## src/rtl/rstc_pkg.sv

```systemverilog
package rstc_pkg;
  typedef enum logic [2:0] {
    CAUSE_COLD  = 3'd0,
    CAUSE_BROWN = 3'd1,
    CAUSE_WDOG  = 3'd2,
    CAUSE_SOFT  = 3'd3,
    CAUSE_USER  = 3'd4
  } cause_e;

  typedef enum logic [1:0] {
    OP_NONE     = 2'd0,
    OP_SOFT_CPU = 2'd1,
    OP_SOFT_ALL = 2'd2,
    OP_CONFIG   = 2'd3
  } op_e;
endpackage

```

## src/rtl/rstc_sync.sv

```systemverilog
module rstc_sync #(
  parameter logic RST_VAL = 1'b0
) (
  input  logic clk,
  input  logic rst_n,
  input  logic d,
  output logic q
);
  logic s1;
  always_ff @(posedge clk or negedge rst_n) begin
    if (!rst_n) begin
      s1 <= RST_VAL;
      q  <= RST_VAL;
    end else begin
      s1 <= d;
      q  <= s1;
    end
  end
endmodule

```

## src/rtl/rstc_bod_filter.sv

```systemverilog
module rstc_bod_filter #(
  parameter int MIN_CYC = 4
) (
  input  logic clk,
  input  logic rst_n,
  input  logic alert,
  input  logic enable,
  output logic hit
);
  localparam int CW = $clog2(MIN_CYC + 1);
  localparam logic [CW-1:0] LIMIT = CW'(MIN_CYC);

  logic [CW-1:0] run_q;

  // consecutive-active run length, saturating at the limit
  always_ff @(posedge clk or negedge rst_n) begin
    if (!rst_n)                 run_q <= '0;
    else if (!(alert && enable)) run_q <= '0;
    else if (run_q != LIMIT)    run_q <= run_q + 1'b1;
  end

  assign hit = (run_q == LIMIT);
endmodule

```

## src/rtl/rstc_hold_timer.sv

```systemverilog
module rstc_hold_timer #(
  parameter int CW = 4
) (
  input  logic          clk,
  input  logic          rst_n,
  input  logic          load,
  input  logic [CW-1:0] load_val,
  output logic          active
);
  logic [CW-1:0] cnt_q;

  always_ff @(posedge clk or negedge rst_n) begin
    if (!rst_n)             cnt_q <= '0;
    else if (load)          cnt_q <= load_val;
    else if (cnt_q != '0)   cnt_q <= cnt_q - 1'b1;
  end

  assign active = (cnt_q != '0);
endmodule

```

## src/rtl/rst_source_ctrl.sv

```systemverilog
module rst_source_ctrl
  import rstc_pkg::*;
#(
  parameter int STARTUP_CYC = 32,
  parameter int RST_MIN     = 8,
  parameter int BOD_MIN     = 4,
  parameter int PIN_LEN_W   = 4,
  parameter int KEY_W       = 8,
  parameter logic [KEY_W-1:0] KEY = 8'hA5
) (
  input  logic                 clk_slow,
  input  logic                 por_n,
  input  logic                 bod_alert,
  input  logic                 bod_en,
  input  logic                 wdog_fault,
  input  logic                 rst_pin_n,
  input  logic                 cmd_valid,
  input  logic [1:0]           cmd_op,
  input  logic [KEY_W-1:0]     cmd_key,
  input  logic                 cmd_bod_irq,
  input  logic [PIN_LEN_W-1:0] cmd_pin_len,
  output logic                 proc_rst_n,
  output logic                 periph_rst_n,
  output logic                 rst_pin_drive,
  output logic                 bod_irq,
  output logic [2:0]           reset_cause
);
  localparam int SW  = $clog2(STARTUP_CYC + 1);
  localparam int RW  = $clog2(RST_MIN + 1);
  localparam int PCW = PIN_LEN_W + 1;
  localparam int MASK_D = 3;
  localparam logic [SW-1:0] ST_LAST = SW'(STARTUP_CYC);
  localparam logic [RW-1:0] RST_LEN = RW'(RST_MIN);

  // startup counter after power-on release
  logic [SW-1:0] st_cnt_q;
  logic          startup_done;
  always_ff @(posedge clk_slow or negedge por_n) begin
    if (!por_n)             st_cnt_q <= '0;
    else if (!startup_done) st_cnt_q <= st_cnt_q + 1'b1;
  end
  assign startup_done = (st_cnt_q == ST_LAST);

  // asynchronous inputs
  logic bod_sync, pin_sync;
  rstc_sync #(.RST_VAL(1'b0)) u_bod_sync (
    .clk(clk_slow), .rst_n(por_n), .d(bod_alert), .q(bod_sync));
  rstc_sync #(.RST_VAL(1'b1)) u_pin_sync (
    .clk(clk_slow), .rst_n(por_n), .d(rst_pin_n), .q(pin_sync));

  logic bod_hit;
  rstc_bod_filter #(.MIN_CYC(BOD_MIN)) u_bod_filt (
    .clk(clk_slow), .rst_n(por_n), .alert(bod_sync),
    .enable(bod_en && startup_done), .hit(bod_hit));

  // configuration, cleared only by power-on
  logic                 cfg_irq_q;
  logic [PIN_LEN_W-1:0] cfg_len_q;

  // request decode
  logic [1:0] dom_active;   // [0] processor, [1] peripherals
  logic       pin_active;
  logic [MASK_D-1:0] drv_hist_q;
  logic key_ok, cpu_run, soft_cpu, soft_all, cfg_wr;
  logic bod_rst, user_rst, trig_all, trig_cpu, trig_pin;

  assign key_ok   = cmd_valid && (cmd_key == KEY);
  assign cpu_run  = startup_done && !dom_active[0];
  assign soft_cpu = key_ok && (cmd_op == OP_SOFT_CPU) && cpu_run;
  assign soft_all = key_ok && (cmd_op == OP_SOFT_ALL) && cpu_run;
  assign cfg_wr   = key_ok && (cmd_op == OP_CONFIG);
  assign bod_rst  = bod_hit && !cfg_irq_q;
  assign user_rst = !pin_sync && !rst_pin_drive && (drv_hist_q == '0);

  assign trig_all = startup_done && (bod_rst || wdog_fault || soft_all || user_rst);
  assign trig_cpu = trig_all || (startup_done && soft_cpu);
  assign trig_pin = startup_done && (bod_rst || wdog_fault || soft_cpu || soft_all);

  always_ff @(posedge clk_slow or negedge por_n) begin
    if (!por_n) begin
      cfg_irq_q <= 1'b0;
      cfg_len_q <= '0;
    end else if (cfg_wr) begin
      cfg_irq_q <= cmd_bod_irq;
      cfg_len_q <= cmd_pin_len;
    end
  end

  // cause register, priority brown-out > watchdog > soft > pin
  cause_e cause_q;
  always_ff @(posedge clk_slow or negedge por_n) begin
    if (!por_n) cause_q <= CAUSE_COLD;
    else if (startup_done) begin
      if (bod_rst)                   cause_q <= CAUSE_BROWN;
      else if (wdog_fault)           cause_q <= CAUSE_WDOG;
      else if (soft_cpu || soft_all) cause_q <= CAUSE_SOFT;
      else if (user_rst)             cause_q <= CAUSE_USER;
    end
  end

  // hold timers for the two internal reset domains
  logic [1:0] dom_load;
  assign dom_load = {trig_all, trig_cpu};
  for (genvar d = 0; d < 2; d++) begin : g_dom
    rstc_hold_timer #(.CW(RW)) u_hold (
      .clk(clk_slow), .rst_n(por_n), .load(dom_load[d]),
      .load_val(RST_LEN), .active(dom_active[d]));
  end

  rstc_hold_timer #(.CW(PCW)) u_pin_hold (
    .clk(clk_slow), .rst_n(por_n), .load(trig_pin),
    .load_val({1'b0, cfg_len_q} + PCW'(1)), .active(pin_active));

  // masks the pin's read-back through the synchroniser after our drive
  always_ff @(posedge clk_slow or negedge por_n) begin
    if (!por_n) drv_hist_q <= '1;
    else        drv_hist_q <= {drv_hist_q[MASK_D-2:0], rst_pin_drive};
  end

  assign proc_rst_n    = startup_done && !dom_active[0];
  assign periph_rst_n  = startup_done && !dom_active[1];
  assign rst_pin_drive = !startup_done || pin_active;
  assign bod_irq       = bod_hit && cfg_irq_q;
  assign reset_cause   = cause_q;
endmodule

```

## config.mk

```make
export PLATFORM = sky130hd
export DESIGN_NAME = rst_source_ctrl
export DESIGN_NICKNAME = d
export VERILOG_FILES = /design/src/rtl/rstc_pkg.sv /design/src/rtl/rstc_sync.sv /design/src/rtl/rstc_bod_filter.sv /design/src/rtl/rstc_hold_timer.sv /design/src/rtl/rst_source_ctrl.sv
export SDC_FILE = /design/constraint.sdc
export NUM_CORES = 1
export LEC_CHECK = 0
export BUFFER_PORTS_ARGS = -buffer_cell sky130_fd_sc_hd__buf_2
export CAP_MARGIN = 40
export CELL_PAD_IN_SITES_DETAIL_PLACEMENT = 0
export CELL_PAD_IN_SITES_GLOBAL_PLACEMENT = 1
export CORE_MARGIN = 10
export CORE_UTILIZATION = 41
export DETAILED_ROUTE_END_ITERATION = 8
export PLACE_DENSITY_LB_ADDON = 0.1
export SLEW_MARGIN = 25
export SYNTH_ARGS = -nofsm -noshare
export SYNTH_HDL_FRONTEND = slang
export SYNTH_SLANG_ARGS = --single-unit
```

## constraint.sdc

```tcl
create_clock -name clk_slow -period 3.49 [get_ports clk_slow]
set_input_delay 0 -clock clk_slow [delete_from_list [all_inputs] [get_ports clk_slow]]
set_output_delay 0 -clock clk_slow [all_outputs]
set_load 0.03 [all_outputs]
```

-- Yosys cells after proc, flatten, opt, wreduce, memory -nomap -nowiden
Index checks and enable logic that the tools add are counted.
- register bits after elaboration: 37
- input bits: 22
- output and inout port bits: 7
- word-level logic and storage cells: 79
- $add $sub $neg: 6
- eq/ne operators: 8
- muxes and demuxes: 12
- reduce and logical (&&, ||, !) cells: 40
- operators by type and width (operator ; count):
    two-way mux 3 bit ; 6
    logical AND 1 bit ; 17
    two-way mux 4 bit ; 4
    nonzero test 4 bit ; 3
    two-way mux 5 bit ; 2
    equality test 8 bit (second input constant) ; 1
    logical OR 1 bit ; 8
    subtractor 4 x 1 -> 4 bit (second input constant) ; 2
    adder 6 x 1 -> 6 bit (second input constant) ; 1
    equality test 6 bit (second input constant) ; 1
    zero test 1 bit ; 6
    nonzero test 2 bit ; 3
    adder 4 x 1 -> 5 bit (second input constant) ; 1
    nonzero test 5 bit ; 1
    subtractor 5 x 1 -> 5 bit (second input constant) ; 1
    equality test 2 bit (second input constant) ; 2
    adder 3 x 1 -> 3 bit (second input constant) ; 1
    equality test 3 bit (second input constant) ; 1
    zero test 3 bit ; 1
    != test 3 bit (second input constant) ; 1
    equality test 2 x 1 -> 1 bit (second input constant) ; 1
    != test 2 bit (second input constant) ; 1
    AND reduction 2 bit ; 1

-- Logic depth before layout (Yosys ltp)
Gate-level depths: netlist of the first run.
- depth in word-level cells: 10
- depth in mapped cells: 8
- depth with buffers taken out: 7

-- Modules after synthesis
A second synthesis of the first run with hierarchy kept.
- cells, all modules: 181
- area total of the unflattened synthesis: 1935.6 um^2
- modules (own cells, without submodules) (module ; times used ; cells each ; area an instance (um^2) ; seq. area each (um^2)):
    rst_source_ctrl ; 1 ; 80 ; 869.6 ; 429.2
    rstc_hold_timer at g_dom[0].u_hold ... ; 2 ; 26 ; 251.5 ; 100.1
    rstc_hold_timer at u_pin_hold ; 1 ; 27 ; 280.3 ; 125.1
    rstc_bod_filter ; 1 ; 18 ; 180.2 ; 75.1
    rstc_sync at u_pin_sync ; 1 ; 2 ; 52.6 ; 52.6
    rstc_sync at u_bod_sync ; 1 ; 2 ; 50.0 ; 50.0

-- Worst setup path after synthesis of the first run
No wires, ideal clock.
- path type: reg-to-reg
- start point: reg st_cnt_q[0]
- end point: reg u_pin_hold.cnt_q[1]
- library setup time: 0.127 ns
- arrival time: 1.949 ns
- required time: 3.363 ns
- slack: 1.413 ns
- stages on the path, launching flop included: 8
- buffers on the path: 1
- clock period less this slack: 2.077 ns
- cells stage by stage: dfrtp_1 > inv_1 > ha_1 > nand2_1 > nor4_1 > o31a_1 > buf_4 > mux2_1
- cells in the longest elaborated chain, start to end: 7
- elaborated cells on any way between the ends: 9
- those cells by class: eq/ne (1); mux (1); reduce/logical (7)
- RTL lines (element ; line ; source):
    start, declared ; rst_source_ctrl.sv:36 ; logic [SW-1:0] st_cnt_q;
    start signal, assigned ; rst_source_ctrl.sv:40 ; else if (!startup_done) st_cnt_q <= st_cnt_q + 1'b1;
    equality test 6 bit * ; rst_source_ctrl.sv:42 ; assign startup_done = (st_cnt_q == ST_LAST);
    logical AND 1 bit ; rst_source_ctrl.sv:68 ; assign cpu_run = startup_done && !dom_active[0];
    logical AND 1 bit ; rst_source_ctrl.sv:69 ; assign soft_cpu = key_ok && (cmd_op == OP_SOFT_CPU) && cpu_run;
    logical OR 1 bit (2 in series) ; rst_source_ctrl.sv:77 ; assign trig_pin = startup_done && (bod_rst || wdog_fault || soft_cpu || soft_all);
    logical AND 1 bit * ; rst_source_ctrl.sv:77 ;
    two-way mux 5 bit or nonzero test 2 bit (tied branches) ; n/a ;
    end signal, assigned ; rstc_hold_timer.sv:14 ; else if (load) cnt_q <= load_val;
    end signal, assigned ; rstc_hold_timer.sv:15 ; else if (cnt_q != '0) cnt_q <= cnt_q - 1'b1;
    end, declared ; rstc_hold_timer.sv:10 ; logic [CW-1:0] cnt_q;
Every way passes the cells marked *; elsewhere a longest branch is shown, timed or not.
A chain may end at the register's enable or synchronous reset.

-- Worst setup path in the final report of the first run
- start point: reg st_cnt_q[0]
- end point: reg cause_q[0] (netlist: reset_cause[0])
- cells in the longest elaborated chain, start to end: 8
- elaborated cells on any way between the ends: 15
- those cells by class: eq/ne (1); mux (3); reduce/logical (11)
- RTL lines (element ; line ; source):
    equality test 6 bit * ; rst_source_ctrl.sv:42 ;
    zero test 1 bit ; rst_source_ctrl.sv:122 ; assign rst_pin_drive = !startup_done || pin_active;
    logical OR 1 bit ; rst_source_ctrl.sv:122 ;
    zero test 1 bit ; rst_source_ctrl.sv:73 ; assign user_rst = !pin_sync && !rst_pin_drive && (drv_hist_q == '0);
    logical AND 1 bit (2 in series) ; rst_source_ctrl.sv:73 ;
    nonzero test 4 bit (no line) ; n/a ;
    AND reduction 2 bit (no line) ; n/a ;
    end signal, assigned ; rst_source_ctrl.sv:92 ; if (!por_n) cause_q <= CAUSE_COLD;
    end signal, assigned ; rst_source_ctrl.sv:94 ; if (bod_rst) cause_q <= CAUSE_BROWN;
    end signal, assigned ; rst_source_ctrl.sv:95 ; else if (wdog_fault) cause_q <= CAUSE_WDOG;
    end, declared ; rst_source_ctrl.sv:90 ; cause_e cause_q;
Marked as above.

==> results of run 1 <==
## layout by cell type (no fill, tap or decap), types with 3 or more instances in the layout
master / instances
nand3_1: 8
buf_2: 28
a21oi_1: 5
nor2_1: 19
clkbuf_8: 5
nand2_1: 10
mux2i_1: 5
or2_2: 3
dfstp_2: 5
and3_1: 4
inv_1: 10
dfrtp_1: 32
xor2_1: 5
dlygate4sd3_1: 9
mux2_2: 5
ha_1: 11
xnor2_1: 11
nor3_1: 6
## worst max-delay path by stage
stage                            start                              end  cells after the start
6_report       st_cnt_q[0]$_DFFE_PN0P_       reset_cause[0]$_DFFE_PN0P_                      7
4_1_cts        st_cnt_q[0]$_DFFE_PN0P_                    rst_pin_drive                      6
5_1_grt        st_cnt_q[0]$_DFFE_PN0P_       reset_cause[0]$_DFFE_PN0P_                      7
3_5_place_dp   st_cnt_q[0]$_DFFE_PN0P_       reset_cause[0]$_DFFE_PN0P_                      7
2_1_floorplan  st_cnt_q[0]$_DFFE_PN0P_  u_pin_hold.cnt_q[1]$_DFFE_PN0P_                      7
3_3_place_gp   st_cnt_q[0]$_DFFE_PN0P_       reset_cause[0]$_DFFE_PN0P_                      7
## power groups by stage
stage	Clock [W]	Sequential, W	Combinational, W
after global routing	0.000484	0.000591	0.000443
final	0.000451	0.000579	0.000390
after CTS	0.000461	0.000578	0.000392
after detailed placement	0	0.000586	0.000380
after global placement	0	0.000584	0.000369
after floorplan	0	0.000574	0.000295
## layer usage
metal	global-route usage	vias up	routed length, µm
met3	0.0394	7	235
met1	0.131	600	1750
met4	0.0442	0	48
met5	0	-	0
met2	0.163	37	1630
li1	-	656	-
## worst max-delay path, cell delays in order (launching register included)
cell	delay (ns)
dfrtp_1	0.44
inv_1	0.08
ha_1	0.15
nand2_1	0.06
or4_1	0.58
nor4_4	0.41
mux2i_1	0.23
o22a_1	0.15
## cells by family after synthesis
logic type / after synthesis / share of synthesized area
mux: 11 / 0.0647
compound gates: 14 / 0.0537
xor+xnor: 16 / 0.0771
flops: 37 / 0.513
simple gates: 64 / 0.185
buf+inv: 13 / 0.0303
fa+ha+maj: 11 / 0.0758
## cell type report
class / count / area, µm² / share of cell area
sequential: 37 / 932 / 0.411
multi-input combinational: 116 / 830 / 0.366
timing repair buffer: 39 / 265 / 0.117
clock buffer: 5 / 68.8 / 0.0304
clock inverter: 3 / 68.8 / 0.0304
tap: 52 / 65.1 / 0.0287
inverter: 10 / 37.5 / 0.0166
## flip-flops by register name, indices dropped and copies added, names as in the netlist
register,count
cfg_len_q,4
u_pin_sync.q,1
st_cnt_q,6
drv_hist_q,3
u_bod_sync.s1,1
u_bod_sync.q,1
g_dom.u_hold.cnt_q,8
reset_cause,3
cfg_irq_q,1
u_bod_filt.run_q,3
u_pin_hold.cnt_q,5
u_pin_sync.s1,1
## through the flow
step,worst slack [ns],utilization
after floorplan,1.41,-
after global placement,1.36,0.465
after detailed placement,1.33,0.465
after CTS,1.30,0.518
after global routing,1.18,0.524
final,1.34,0.524
## repair_timing
item | 4_1_cts | 5_1_grt
hold buffers | 9 | 0
endpoints found under the hold margin | 40 | 0
endpoints found under the setup margin | 0 | 0
==> run_results.csv, run 1 <==
group,metric,value,unit
timing,hold_viol,0,
global_routing,grt_usage,0.106,
route,num_vias,1300,
floorplan,fp.dieH,86.6,µm
worst_setup_path,crit_arrival,2.38,ns
synthesis,synth_nets,199,
min_path,hp-start,"wdog_fault",
worst_setup_path,worstSetupPathType,"reg2reg",
worst_setup_path,rrSetupSlack,1.34,ns
clocking,cts-root-buf,"clkbuf_8",
timing,fmax,465,MHz
pwr,p_clk_frac,0.317,
clocking,cts-buffers-inserted,5,
synthesis,synthesis.area,0.00182,mm²
clocking,cts_resized,0,
worst_setup_path,reg2regPathDepth,7,
timing,worst_pin_slew,0.451,ns
clocking,clkSlewWorstSetupHoldPaths,0.08,ns
pwr,power_density,626,mW/mm²
clocking,clock_path_buffers,2,
clocking,cts_tree,"done",
finish,stdcell_count,262,
synthesis,synth.top_cell.area_share,0.441,
route,drcViolationCount,0,
synthesis,ys_types,34,
status,run_status,"finished clean",
pwr,leakage,1.09,nW
clocking,cts_max_level,2,
pwr,p_int,0.000980,W
finish,layout.nets,242,
finish,antenna_cells,0,
pwr,swShare,0.310,
min_path,min_path_cells,3,
place,place_congestion,0.764,
synthesis,synth_area_leader_cell,"dfrtp_1",
clocking,numClockSinks,37,
timing,fin_crit_sh,0.616,
timing,period_minus_slack,2.15,ns
global_routing,grt_pass1_wl,6300,µm
synthesis,synthTopCellsByCount,"dfrtp_1, nor2_1, ha_1, xnor2_1",
synthesis,synth_most_common_cell,"dfrtp_1",
worst_setup_path,worstPathMaxFanout,7,
pwr,p_switching,0.000440,W
synthesis,syn_inst,166,
finish,drive_gt1_frac,0.248,
synthesis,synthFlopType,"dfrtp_1",
pwr,pwr-share-seq,0.408,
route,first_iter_violations,46,
finish,fin_area,0.00227,mm²
place,portBuffers,28,
floorplan,rows,24,
worst_setup_path,start_kind,"register",
timing,final-max-slew-violation-count,0,
timing,setup_viol,0,
synthesis,synth_area_leaders,"dfrtp_1, ha_1, dfstp_2, xnor2_1, nor2_1",
min_path,min_to,"reset_cause[1]$_DFFE_PN0P_",
floorplan,core,0.00432,mm²
worst_setup_path,worstPathRequired,3.72,ns
finish,fill_cells,407,
route,routedWlPerCell,14.0,µm
min_path,hold_path_class,"in2reg",
clocking,postCtsSetupRepairBufs,0,
global_routing,grt_pass1_vias,1367,
synthesis,yosysSeqAreaShare,0.513,
timing,finalSetupTns,0,ns
worst_setup_path,crit_path_end_kind,"register",
pwr,pwr-share-comb,0.275,
floorplan,start_util,0.420,
flow_run,maxCapViolations,0,
worst_setup_path,r2r-start,"st_cnt_q[0]$_DFFE_PN0P_",
place,dpl_cell_area,0.00201,mm²
synthesis,synth_seq_cells,37,
pwr,power.total,0.00142,W
timing,relSlewSlack,0.699,
global_routing,antenna_found_initial,0,
synthesis,syn_avg_cell_area,10.9,µm²
clocking,clk_latency,0.29,ns
pwr,ir_worst_vdd,0.258,mV
synthesis,synth_edf_count,0,
global_routing,grt_max_degree,38,
place,hpwlAfterDp,2790,µm
timing,hold_ws,0.0754,ns
route,ant_nets,0,
route,wirelength,3660,µm
route,drt-pass1-iter-count,4,
global_routing,overflow,0,
synthesis,synth-async-reset-ratio,1.00,
floorplan,dieArea,0.00749,mm²
timing,fin_skew,0.00573,ns
worst_setup_path,r2r_end,"reset_cause[0]$_DFFE_PN0P_",
floorplan,ios,29,
route,viasPerCell,4.96,
timing,grt_setup_unrepaired,"false",
synthesis,synth_warnings,0,
floorplan,die_width,86.6,µm
place,placed_cells,244,
finish,syn_to_final_growth,24.8,%
No activity file was read; power rests on OpenSTA's default activity.
==> run 2: changes to the inputs <==
clock period = 2 ns   (was 3.49 ns; I/O delays follow)
==> run 2 against run 1 <==
Net effect: combinational power increased by 120%; sequential share of layout area shrank 2.2 points; final area grew 5.6%; sequential power up 74%; die area unchanged; routed wire length rose by 9.3%; non-clock buffer count increased by 16; flip-flop and latch count unchanged; clock power up 14%; final cell count grew 6.1%; critical endpoint is now rst_pin_drive.
==> run_results.csv, run 2 (same netlist as run 1, synthesis figures left out) <==
group,metric,value,unit
status,run_status,"finished clean",
global_routing,grt_max_degree,38,
finish,layout.nets,258,
worst_setup_path,crit_arrival,1.94,ns
pwr,p_int,0.00158,W
global_routing,grt_pass1_vias,1495,
clocking,cts-buffers-inserted,5,
worst_setup_path,crit_path_start,"u_pin_hold.cnt_q[0]$_DFFE_PN0P_",
finish,fill_cells,392,
clocking,cts-root-buf,"clkbuf_8",
route,drt-pass1-iter-count,4,
timing,relSlewSlack,0.685,
finish,utilization,0.554,
pwr,ir_worst_vdd,0.372,mV
worst_setup_path,start_kind,"register",
timing,setup_viol,0,
worst_setup_path,slowest_stage,"or4b_4",
timing,fmax,517,MHz
route,ant_nets,0,
worst_setup_path,r2r_end,"g_dom[0].u_hold.cnt_q[3]$_DFFE_PN0P_",
timing,fin_crit_sh,0.968,
route,drcViolationCount,0,
min_path,min_to,"reset_cause[1]$_DFFE_PN0P_",
finish,final_common_cell,"dfrtp_1",
pwr,pwr-share-comb,0.363,
min_path,hold_path_class,"in2reg",
timing,final-max-slew-violation-count,0,
worst_setup_path,worstPathRequired,2.00,ns
worst_setup_path,crit_path_end_kind,"primary output",
finish,syn_to_final_growth,31.7,%
clocking,clock_path_buffers,2,
timing,hold_ws,0.0650,ns
route,num_vias,1382,
place,placed_cells,255,
timing,period_minus_slack,1.94,ns
clocking,cts_tree,"done",
place,hpwlAfterDp,3000,µm
finish,largest_register,"g_dom.u_hold.cnt_q",
route,first_iter_violations,70,
global_routing,antenna_found_initial,0,
floorplan,ios,29,
finish,drive_gt1_frac,0.336,
place,dpl_cell_area,0.00210,mm²
clocking,clkSlewWorstSetupHoldPaths,0.07,ns
global_routing,grt_usage,0.112,
worst_setup_path,r2r-start,"u_pin_hold.cnt_q[0]$_DFFE_PN0P_",
worst_setup_path,rrSetupSlack,0.10,ns
pwr,p_clk_frac,0.215,
worst_setup_path,slowest_delay,0.49,ns
floorplan,rows,24,
pwr,power_density,1000,mW/mm²
worst_setup_path,worstSetupPathType,"reg2out",
place,place_congestion,0.788,
worst_setup_path,crit_chain,"inv_2, ha_4, or4b_4, buf_6, or2_4, buf_6",
route,routedWlPerCell,14.4,µm
worst_setup_path,critPathMostFrequentCell,"buf_6",
pwr,swShare,0.342,
flow_run,maxCapViolations,0,
timing,worst_pin_slew,0.473,ns
finish,top_regs,"g_dom.u_hold.cnt_q (8), st_cnt_q (6), u_pin_hold.cnt_q (5)",
worst_setup_path,worstPathMaxFanout,4,
clocking,clk_latency,0.29,ns
worst_setup_path,reg2regPathDepth,7,
finish,final_cell_mix,"dfrtp_1, buf_2, nor2_1, buf_4, xnor2_1",
finish,largest_reg_flops,8,
min_path,hp-start,"wdog_fault",
floorplan,dieArea,0.00749,mm²
pwr,leakage,1.15,nW
min_path,min_path_cells,3,
floorplan,core,0.00432,mm²
clocking,numClockSinks,37,
timing,hold_viol,0,
finish,fin_area,0.00239,mm²
floorplan,die_width,86.6,µm
floorplan,start_util,0.420,
floorplan,fp.dieH,86.6,µm
pwr,p_switching,0.000821,W
global_routing,grt_pass1_wl,6820,µm
finish,antenna_cells,0,
pwr,pwr-share-seq,0.423,
clocking,cts_max_level,2,
global_routing,overflow,0,
timing,fin_skew,0.00230,ns
finish,multi_input_area,872,µm²
finish,regArea,932,µm²
place,portBuffers,28,
route,wirelength,4010,µm
finish,stdcell_count,278,
route,viasPerCell,4.97,
run 2: metrics by stage:
stage | worst slack (ns) | total power [W] | setup TNS, ns
after floorplan | 0.0644 | 0.00152 | 0
after global placement | 0.0850 | 0.00169 | 0
after detailed placement | 0.0134 | 0.00173 | 0
after CTS | 0.0131 | 0.00233 | 0
after global routing | -0.0158 | 0.00257 | -0.0205
final | 0.0647 | 0.00240 | 0
run 2: cell type report:
class                   instances  area share
clock buffers                   5      0.0288
well taps                      52      0.0272
repair buffers                 55       0.167
flip-flops and latches         37       0.389
inverters                      10      0.0157
multi-input cells             116       0.364
clock inverters                 3     0.00732
run 2: how the worst max path moves through the flow:
stage,end,slack (ns),depth (start not counted)
final,rst_pin_drive,0.06,6
after global placement,reset_cause[0]$_DFFE_PN0P_,0.09,7
after global routing,proc_rst_n,-0.02,7
after floorplan,reset_cause[0]$_DFFE_PN0P_,0.06,8
after detailed placement,reset_cause[0]$_DFFE_PN0P_,0.01,7
after CTS,proc_rst_n,0.01,7
run 2: metal layers:
layer / GRT usage / wire [µm] / vias up
met5: 0 / 0 / -
met4: 0.0353 / 34 / 0
met3: 0.0441 / 245 / 4
met2: 0.178 / 1890 / 27
met1: 0.136 / 1840 / 663
li1: - / - / 688
run 2: repair_timing:
item,CTS,global route
resized for setup,6,11
buffers inserted,2,3
hold buffers,9,0
pin swaps,1,1
hold endpoints to repair,41,0
setup endpoints to repair,2,13
run 2: power groups by stage:
stage	Sequential [W]	Combinational [W]	Clock [W]
after floorplan	0.00100	0.000515	0
after global placement	0.00102	0.000675	0
after detailed placement	0.00102	0.000705	0
after CTS	0.00101	0.000789	0.000534
after global routing	0.00103	0.000968	0.000569
final	0.00101	0.000870	0.000515
run 2: critical path: cells and delay by family, from the launching register on:
family                     cells  cell delay [ns]
buffers and inverters          3             0.38
adders and majority gates      1             0.14
DFF                            1             0.40
and+or+nand+nor                2             0.73
==> run 3: changes to the inputs <==
clock period = 2.5 ns   (was 2 ns; I/O delays follow)
==> run 3 against run 2 <==
Net effect: sequential share of layout area is 3.0 points higher; global-route usage is 0.50 points lower; final cell count is 5.4% lower; count of clock-buffer cells in the layout is 1 higher; via count is 5.1% lower; clock power is 15% lower; flip-flop and latch count stayed put; critical path type unchanged; critical endpoint unchanged; largest power group unchanged.
==> run_results.csv, run 3 (same netlist as run 1, synthesis figures left out) <==
group,metric,value,unit
pwr,power.total,0.00180,W
worst_setup_path,worstSetupPathType,"reg2out",
pwr,ir_worst_vdd,0.388,mV
clocking,clkSlewWorstSetupHoldPaths,0.08,ns
finish,top_regs,"g_dom.u_hold.cnt_q (8), st_cnt_q (6), u_pin_hold.cnt_q (5)",
clocking,cts-buffers-inserted,5,
clocking,clock_path_buffers,2,
timing,fin_skew,0.00626,ns
floorplan,rows,24,
route,routedWlPerCell,13.8,µm
worst_setup_path,crit_arrival,2.18,ns
global_routing,grt_pass1_vias,1421,
route,drcViolationCount,0,
flow_run,maxCapViolations,0,
finish,largest_reg_flops,8,
worst_setup_path,crit_path_end_kind,"primary output",
timing,fmax,459,MHz
clocking,numClockSinks,37,
finish,largest_register,"g_dom.u_hold.cnt_q",
timing,hold_ws,0.00153,ns
clocking,cts_resized,0,
timing,worst_pin_slew,0.413,ns
pwr,power_density,808,mW/mm²
global_routing,overflow,0,
worst_setup_path,crit_chain,"inv_1, ha_1, nand2_1, or4_1, or2_2, buf_2",
timing,fin_crit_sh,0.871,
route,num_vias,1312,
timing,setup_viol,0,
timing,hold_viol,0,
finish,syn_to_final_growth,22.4,%
timing,finalSetupTns,0,ns
finish,drive_gt1_frac,0.256,
floorplan,dieArea,0.00749,mm²
route,drt-pass1-iter-count,4,
floorplan,die_width,86.6,µm
floorplan,core,0.00432,mm²
global_routing,grt_pass1_wl,6460,µm
min_path,hold_path_class,"in2reg",
finish,antenna_cells,0,
worst_setup_path,start_kind,"register",
status,run_status,"finished clean",
finish,final_cell_mix,"dfrtp_1, buf_2, nor2_1",
timing,period_minus_slack,2.18,ns
route,viasPerCell,4.99,
place,portBuffers,28,
floorplan,start_util,0.420,
route,wirelength,3630,µm
global_routing,grt_usage,0.107,
worst_setup_path,worstPathMaxFanout,7,
worst_setup_path,worstPathRequired,2.50,ns
timing,relSlewSlack,0.721,
floorplan,ios,29,
global_routing,antenna_found_initial,0,
place,place_congestion,0.815,
clocking,clk_latency,0.29,ns
worst_setup_path,slowest_delay,0.56,ns
worst_setup_path,slowest_stage,"or4_1",
pwr,leakage,1.08,nW
clocking,cts-root-buf,"clkbuf_8",
finish,final_common_cell,"dfrtp_1",
finish,layout.nets,243,
timing,grt_setup_unrepaired,"false",
clocking,cts_tree,"done",
timing,final-max-slew-violation-count,0,
floorplan,fp.dieH,86.6,µm
clocking,cts_max_level,2,
global_routing,grt_max_degree,38,
place,hpwlAfterDp,2810,µm
route,ant_nets,0,
route,first_iter_violations,44,
-- run 3: worst max-delay path, delay by kind of cell (launching register included) --
family,cells,cell delay (ns)
simple gates,3,1.01
fa+ha+maj,1,0.16
flops,1,0.44
buf+inv,2,0.28
-- run 3: layer usage --
metal  global-route usage  part of all wire
met3               0.0450             0.062
met2                0.163              0.44
met1                0.131              0.48
met4               0.0398             0.011
met5                    0                 0
-- run 3: path summary, 6_finish.rpt --
path                                          from  cells after the start  slack [ns]                              end
min in group asynchronous                    por_n                      2        0.11         cfg_len_q[0]$_DFFE_PN0P_
setup reg to reg           st_cnt_q[0]$_DFFE_PN0P_                      7        0.33       reset_cause[0]$_DFFE_PN0P_
hold reg to reg            u_bod_sync.s1$_DFF_PN0_                      0        0.35           u_bod_sync.q$_DFF_PN0_
hold / removal                              bod_en                      3       0.002  u_bod_filt.run_q[0]$_DFFE_PN0P_
setup / recovery           st_cnt_q[0]$_DFFE_PN0P_                      6        0.32                    rst_pin_drive
max in group asynchronous                    por_n                      3        1.89          u_pin_sync.s1$_DFF_PN1_
-- run 3: stage by stage --
stage	instances	util	instance area, µm²	setup slack [ns]
2_1_floorplan	166	-	1820	0.423
3_3_place_gp	246	0.469	2030	0.493
3_5_place_dp	246	0.469	2030	0.393
4_1_cts	262	0.510	2200	0.337
5_1_grt	263	0.514	2220	0.192
6_report	263	0.514	2220	0.323
-- run 3: where the power goes --
group / switching (W) / internal (W)
combinational: 0.000297 / 0.000253
sequential: 0.0000865 / 0.000722
clock: 0.000214 / 0.000223
total: 0.000597 / 0.00120
-- run 3: final cells by class --
type	instances	area, µm²
well taps	52	65.1
clock inverters	2	13.8
multi-input cells	116	830
fillers	397	2100
repair buffers	40	263
flip-flops and latches	37	932
clock buffers	6	82.6
inverters	10	37.5
-- run 3: what timing repair did --
action / 4_1_cts / 5_1_grt
buffers inserted: 0 / 0
hold endpoints to repair: 39 / 0
hold buffers: 8 / 0
